**config.mk**
```make
export PLATFORM = sky130hd
export DESIGN_NAME = gpio_xpdr_bank
export DESIGN_NICKNAME = d
export VERILOG_FILES = /design/src/rtl/gx_pkg.sv /design/src/rtl/gx_regs.sv /design/src/rtl/gx_pindrv.sv /design/src/rtl/gx_rdport.sv /design/src/rtl/gpio_xpdr_bank.sv
export SDC_FILE = /design/constraint.sdc
export NUM_CORES = 1
export LEC_CHECK = 0
export BUFFER_PORTS_ARGS = -buffer_cell sky130_fd_sc_hd__buf_2
export CORE_MARGIN = 5
export CORE_UTILIZATION = 41
export DETAILED_ROUTE_END_ITERATION = 10
export HOLD_SLACK_MARGIN = 0.02
export PLACE_DENSITY = 0.69
export SYNTH_ARGS = -nofsm -noshare
export SYNTH_HDL_FRONTEND = slang
export SYNTH_SLANG_ARGS = --single-unit
```
**constraint.sdc**
```tcl
create_clock -name clk -period 1.8 [get_ports clk]
set_input_delay 0.18 -clock clk [delete_from_list [all_inputs] [get_ports clk]]
set_output_delay 0.18 -clock clk [all_outputs]
set_load 0.03 [all_outputs]
```
**src/rtl/gx_pkg.sv**
```systemverilog
package gx_pkg;
  localparam int PTR_W = 8;

  typedef enum logic [2:0] {
    SEL_IN   = 3'd0,
    SEL_OUT  = 3'd1,
    SEL_POL  = 3'd2,
    SEL_DIR  = 3'd3,
    SEL_TMO  = 3'd4,
    SEL_NONE = 3'd7
  } gx_sel_e;

  function automatic gx_sel_e gx_decode(input logic [PTR_W-1:0] p);
    case (p)
      8'h00:   return SEL_IN;
      8'h01:   return SEL_OUT;
      8'h02:   return SEL_POL;
      8'h03:   return SEL_DIR;
      8'h04:   return SEL_TMO;
      default: return SEL_NONE;
    endcase
  endfunction
endpackage

```
**src/rtl/gx_regs.sv**
```systemverilog
module gx_regs import gx_pkg::*; #(
  parameter int W = 8
) (
  input  logic         clk,
  input  logic         rst_n,
  input  logic         ext_rst_n,
  input  logic         wr_stb,
  input  gx_sel_e      wr_sel,
  input  logic [W-1:0] wr_data,
  output logic [W-1:0] out_q,
  output logic [W-1:0] pol_q,
  output logic [W-1:0] dir_q,
  output logic         tmo_q,
  output logic         wr_take
);
  localparam logic [W-1:0] OUT_RST = '0;
  localparam logic [W-1:0] POL_RST = ~({W{1'b1}} >> (W/2));
  localparam logic [W-1:0] DIR_RST = '1;
  localparam logic         TMO_RST = 1'b1;

  // a write that lands on a writable register
  assign wr_take = wr_stb && ext_rst_n &&
                   (wr_sel == SEL_OUT || wr_sel == SEL_POL ||
                    wr_sel == SEL_DIR || wr_sel == SEL_TMO);

  always_ff @(posedge clk or negedge rst_n) begin
    if (!rst_n) begin
      out_q <= OUT_RST;
      pol_q <= POL_RST;
      dir_q <= DIR_RST;
      tmo_q <= TMO_RST;
    end else if (!ext_rst_n) begin
      out_q <= OUT_RST;
      pol_q <= POL_RST;
      dir_q <= DIR_RST;
      tmo_q <= TMO_RST;
    end else if (wr_take) begin
      case (wr_sel)
        SEL_OUT: out_q <= wr_data;
        SEL_POL: pol_q <= wr_data;
        SEL_DIR: dir_q <= wr_data;
        SEL_TMO: tmo_q <= wr_data[0];
        default: ;
      endcase
    end
  end
endmodule

```
**src/rtl/gx_pindrv.sv**
```systemverilog
module gx_pindrv #(
  parameter int W = 8
) (
  input  logic         ext_rst_n,
  input  logic [W-1:0] out_q,
  input  logic [W-1:0] dir_q,
  output logic [W-1:0] pin_oe,
  output logic [W-1:0] pin_out
);
  for (genvar i = 0; i < W; i++) begin : g_pin
    // direction bit 1 = input, external reset forces input
    assign pin_oe[i]  = ext_rst_n & ~dir_q[i];
    assign pin_out[i] = out_q[i];
  end
endmodule

```
**src/rtl/gx_rdport.sv**
```systemverilog
module gx_rdport import gx_pkg::*; #(
  parameter int W = 8
) (
  input  logic         clk,
  input  logic         rst_n,
  input  logic         rd_stb,
  input  gx_sel_e      rd_sel,
  input  logic [W-1:0] pin_in,
  input  logic [W-1:0] out_q,
  input  logic [W-1:0] pol_q,
  input  logic [W-1:0] dir_q,
  input  logic         tmo_q,
  output logic [W-1:0] rd_data
);
  function automatic logic [W-1:0] in_view(input logic [W-1:0] pins,
                                           input logic [W-1:0] pol);
    return pins ^ pol;
  endfunction

  logic [W-1:0] rd_next;

  always_comb begin
    case (rd_sel)
      SEL_IN:  rd_next = in_view(pin_in, pol_q);
      SEL_OUT: rd_next = out_q;
      SEL_POL: rd_next = pol_q;
      SEL_DIR: rd_next = dir_q;
      SEL_TMO: rd_next = {{(W-1){1'b0}}, tmo_q};
      default: rd_next = '0;
    endcase
  end

  always_ff @(posedge clk or negedge rst_n) begin
    if (!rst_n)      rd_data <= '0;
    else if (rd_stb) rd_data <= rd_next;
  end
endmodule

```
**src/rtl/gpio_xpdr_bank.sv**
```systemverilog
module gpio_xpdr_bank import gx_pkg::*; #(
  parameter int W = 8
) (
  input  logic             clk,
  input  logic             rst_n,
  input  logic             ext_rst_n,
  input  logic [PTR_W-1:0] reg_ptr,
  input  logic             wr_stb,
  input  logic [W-1:0]     wr_data,
  input  logic             rd_stb,
  output logic [W-1:0]     rd_data,
  input  logic [W-1:0]     pin_in,
  output logic [W-1:0]     pin_oe,
  output logic [W-1:0]     pin_out,
  output logic             tmo_en
);
  gx_sel_e      sel;
  logic [W-1:0] out_q, pol_q, dir_q;
  logic         tmo_q, wr_take;

  assign sel    = gx_decode(reg_ptr);
  assign tmo_en = tmo_q;

  gx_regs #(.W(W)) u_regs (
    .clk(clk), .rst_n(rst_n), .ext_rst_n(ext_rst_n),
    .wr_stb(wr_stb), .wr_sel(sel), .wr_data(wr_data),
    .out_q(out_q), .pol_q(pol_q), .dir_q(dir_q), .tmo_q(tmo_q),
    .wr_take(wr_take)
  );

  gx_pindrv #(.W(W)) u_pins (
    .ext_rst_n(ext_rst_n), .out_q(out_q), .dir_q(dir_q),
    .pin_oe(pin_oe), .pin_out(pin_out)
  );

  gx_rdport #(.W(W)) u_rd (
    .clk(clk), .rst_n(rst_n), .rd_stb(rd_stb), .rd_sel(sel),
    .pin_in(pin_in), .out_q(out_q), .pol_q(pol_q), .dir_q(dir_q),
    .tmo_q(tmo_q), .rd_data(rd_data)
  );
endmodule

```
Yosys cells after proc, flatten, opt, wreduce, memory -nomap -nowiden
Cells that the tools add are included.

cells by class
  add/subtract/negate cells = 0
  multiply operators = 0
  div/mod/pow operators = 0
  order comparisons = 0
  equality and inequality tests = 13
  shifts and indexed selects = 0
  mux-type cells = 14
  bitwise logic cells = 17
  reduce and logical (&&, ||, !) cells = 11

operators with widths
  cell                                            number
  two-way mux 8 bit                               9
  one-hot mux 8 bit (5 select lines)              1
  == test 8 x 2 -> 1 bit (second input constant)  2
  one-hot mux 3 bit (5 select lines)              1
  != test 2 x 1 -> 1 bit (second input constant)  5
  bitwise AND 1 bit                               8
  == test 8 x 1 -> 1 bit (second input constant)  1
  == test 8 x 3 -> 1 bit (second input constant)  1
  logical NOT 8 bit                               1
  inverter 1 bit                                  8
  AND reduction 2 bit                             4
  XOR 8 bit                                       1
  == test 3 x 2 -> 1 bit (second input constant)  2
  == test 3 x 1 -> 1 bit (second input constant)  1
  == test 3 bit (second input constant)           1
  logical NOT 3 bit                               1
  logical OR 1 bit                                3
  two-way mux 1 bit                               3
  logical AND 1 bit                               2

word-level totals
  bits in registers = 33
  latch bits = 0
  RAM bits = 0
  memory bits (read-only) = 0
  bits of input ports = 29
  output and inout bits = 25
  logic and storage cells = 60
  memories kept = 0

Longest topological paths before layout
  depth after elaboration = 9
  gate-level depth with buffers = 7

Modules after synthesis
Synthesis repeated with hierarchy kept, for this count alone.

second synthesis, totals
  cells, all modules = 187
  area, all modules = 1,901.8 um2

modules (own cells, without submodules)
  module          instances  cells an instance  area each (um2)  sequential area each (um2)
  gx_regs         1          95                 1,094.8          641.9
  gx_rdport       1          67                 653.1            200.2
  gx_pindrv       1          16                 110.1            0.0
  gpio_xpdr_bank  1          9                  43.8             0.0

Worst setup path after synthesis
Ideal clock, no wire load.

  path type = input to register
  from = input port reg_ptr[5]
  to = register u_regs.dir_q[0]
  library setup time = 0.107 ns
  arrival time = 1.664 ns
  data required time = 1.693 ns
  setup slack = 0.028 ns
  stages = 6
  buffers on the path = 2
  cell sequence = or4_4 -> or4_1 -> buf_2 -> buf_6 -> nor3b_1 -> a21oi_1

on the way
  cells in the longest elaborated chain, start to end = 9
  elaborated cells between the ends (all ways) = 17

ends and longest elaborated chain
  item                                                              RTL line             RTL
  start: declaration                                                gpio_xpdr_bank.sv:7  input logic [PTR_W-1:0] reg_ptr,
  == test 8 x 3 -> 1 bit (tied with other cells)                    gx_pkg.sv:14         case (p)
  one-hot mux 3 bit (5 select lines) *                              gx_pkg.sv:14
  == test 3 x 1 -> 1 bit or == test 3 x 2 -> 1 bit (tied branches)  gx_regs.sv:23        (wr_sel == SEL_OUT || wr_sel == SEL_POL ||
  logical OR 1 bit (2 in series)                                    gx_regs.sv:23
  logical OR 1 bit                                                  gx_regs.sv:24        wr_sel == SEL_DIR || wr_sel == SEL_TMO);
  logical AND 1 bit                                                 gx_regs.sv:22        assign wr_take = wr_stb && ext_rst_n &&
  != test 2 x 1 -> 1 bit (no line)                                  n/a
  AND reduction 2 bit (no line) *                                   n/a
  end signal: assignment                                            gx_regs.sv:41        SEL_DIR: dir_q <= wr_data;
  end: declaration                                                  gx_regs.sv:12        output logic [W-1:0] dir_q,

Every way passes the cells marked *; elsewhere a longest branch is shown, timed or not.
A chain may end at the register's enable or synchronous reset.

Worst setup path in the final report
  from = input port reg_ptr[5]
  to = register u_regs.dir_q[7]

Same word-level chain as after synthesis.

==> impl_metrics.toml <==
[run_status]
outcome = "finished, final reports clean"

[timing]
worstMarginPinSlew_ns = 0.7396
post-route-min-period_ns = 1.584
fmax_ghz = 0.6312
fin_skew_ns = 0.003015
relSlewSlack_pct = 50.70
drv_slew = 0
hold_viol = 0
rsz0062_at_grt = "false"
fin_crit_sh_pct = 88.02
post-route-worst-setup-slack_ns = 0.2157
setup_viol = 0
final.setup.tns_ns = 0

[global_routing]
grt_start_max_net_pins = 34
grt_pass1_wl_um = 7279
grt_pass1_vias = 1483
antenna_found_initial = 0
grt_remaining_overflow = 0
grt_usage_pct = 15.10

[synth]
async_flop_share_pct = 100.0
synth.cell_area_um2 = 1782
yosysTopAreaCell = "dfrtp_1"
synth_fp_nets = 222
synth.avg_cell_area_um2 = 9.232
netlist_top_cells_area = "dfrtp_1, dfstp_2, mux2i_1, o21ai_0, nand2_1"
synth_seq_area_share_pct = 47.26
synth_flop_cell = "dfrtp_1"
synth.most_common_cell = "nand2_1"
ys_ff_latch = 33
yosys_warnings = 0
synth_cell_type_count = 27
synthCells = 193
yosysTopAreaCellShare_pct = 28.09
synth_edf_count = 0
yosys-top-cells-count = "nand2_1, o21ai_0, dfrtp_1, a21oi_1, nand3_1"

[floorplanning]
coreArea_um2 = 4294
start_util_pct = 41.49
dieArea_um2 = 5764
die_w_um = 75.92
ios = 54
dieHeight_um = 75.92
num_rows = 24

[critical_path]
crit_chain = "buf_2 > or4_4 > or4_1 > buf_4 > nor3b_1 > a21oi_1"
path_max_fanout = 16
critPathSlowestCell = "or4_4"
critPathTopFamily = "simple AND/OR/NAND/NOR gates"
required_ns = 2.00
arrival_ns = 1.79
worst-path-buf-inv = 2
slowest_delay_ns = 0.54
crit_path_end_kind = "flip-flop"
critical_path.startpoint_type = "input port"
worstSetupPathType = "in -> reg"

[route]
postRouteAntennaNets = 0
drc_errors = 0
wl_um = 4260
dr.pass1.iters = 4
vias = 1559
wl_per_cell_um = 14.30
via_per_inst = 5.232
drt_iter0_markers = 66

[clocking]
cts_inserted_buffers = 5
clkTransAtPathRegs_ns = 0.06
h-tree-depth = 2
tritoncts = "yes"
cts_setup_buffers = 0
root_buffer = "clkbuf_8"
cts.sinks = 33
clk_latency_ns = 0.28
clock_path_buffers = 2

[placement]
post-place-ws_ns = -0.06857
port_buffers = 53
gp_congestion = 0.7574
detailedPlacementHpwl_um = 3143

[finish]
n_antenna_cell = 0
drive_above_1_share_pct = 35.77
fin_util_pct = 50.67
nNetsFinal = 274
area_growth_pct = 22.12

[power_and_ir_drop]
peakVddDrop_v = 0.0002995
power.total_uw = 1436
powerDensity_nw_per_um2 = 660.0
p_leak_uw = 0.001014

[hold_path]
hp-class = "in -> reg"

[flow_run]
maxCapViolations = 0
==> power breakdown <==
part	internal, uW	switching, uW	leakage, uW
sequential	747	1.76	0.000415
combinational	65.7	92.3	0.000554
clock	268	262	0.0000450
==> state kept, by name, summed over array words and instances, names as in the netlist <==
register / flops
u_regs.dir_q: 8
u_regs.pol_q: 8
u_regs.out_q: 8
u_regs.tmo_q: 1
u_rd.rd_data: 8
==> per-stage QoR <==
stage / cells / area (um2) / hold slack [ns]
after floorplan: 193 / 1782 / -0.1156
final: 298 / 2176 / 0.1550
after global placement: 289 / 2083 / 0.2771
after CTS: 298 / 2176 / 0.1517
after global routing: 298 / 2176 / 0.1596
after detailed placement: 289 / 2083 / 0.2853
==> worst min-delay path: stages <==
cell and delay [ns]:
buf_2 0.10, mux2i_1 0.06, nand2_1 0.06
==> layout by cell type (no fill, tap or decap) <==
cell type      instances
a21boi_0               1
a21oi_1               15
a22oi_1                1
a31oi_1                1
buf_2                 53
buf_4                  6
clkbuf_1               1
clkbuf_8               5
clkinv_2               2
dfrtp_1               20
dfstp_2               13
dlygate4sd3_1          1
inv_1                  7
mux2_2                 7
mux2i_1               12
nand2_1               22
nand2b_1               1
nand3_1               15
nand3b_1               1
nor2_1                 1
nor2b_1               10
nor3_1                 8
nor3b_1                9
nor4_1                 1
o21ai_0               21
o22ai_1                7
or4_1                  3
or4_4                  1
or4b_2                 1
==> timing repair <==
action | 4_1_cts | 5_1_grt
hold endpoints to repair | 20 | 0
endpoints found under the setup margin | 0 | 0
hold buffers | 1 | 0
gates resized for setup | 0 | 0
==> worst paths after layout <==
kind                                  from         endpoint  slack [ns]  cells past startpoint
max in group asynchronous            rst_n  u_regs.out_q[0]        0.83                      2
setup / recovery                reg_ptr[5]  u_regs.dir_q[7]        0.22                      6
setup reg to reg           u_regs.pol_q[0]  u_rd.rd_data[0]        0.40                      4
hold reg to reg            u_rd.rd_data[2]  u_rd.rd_data[2]        0.52                      2
min in group asynchronous            rst_n  u_regs.out_q[4]        0.49                      2
hold / removal                  wr_data[0]     u_regs.tmo_q        0.16                      3
==> logic make-up (layout without fill, tap and decap cells) <==
logic type             after synthesis  count (layout)  share of synthesized area, %
AND/OR/NAND/NOR                     73              73                         22.19
AO/OA/AOI/OAI                       46              46                         13.76
flip-flops                          33              33                         47.26
buffers and inverters               22              75                         5.618
multiplexers                        19              19                         11.17
==> area by class of cell <==
type | instances | area (um2)
Clock buffer | 6 | 72.57
Clock inverter | 2 | 10.01
Fill cell | 431 | 2118
Inverter | 7 | 26.28
Multi-Input combinational cell | 138 | 839.6
Sequential cell | 33 | 842.1
Tap cell | 52 | 65.06
Timing Repair Buffer | 60 | 320.3
==> metal layers <==
metal  vias to the layer above  track usage [%]  wire, um
li1                        783                -         -
met1                       735            21.12      2049
met2                        35            23.12      2010
met3                         6            2.607       157
met4                         0            5.872        43
met5                         -                0         0
Power figures use the tool's default switching activity.
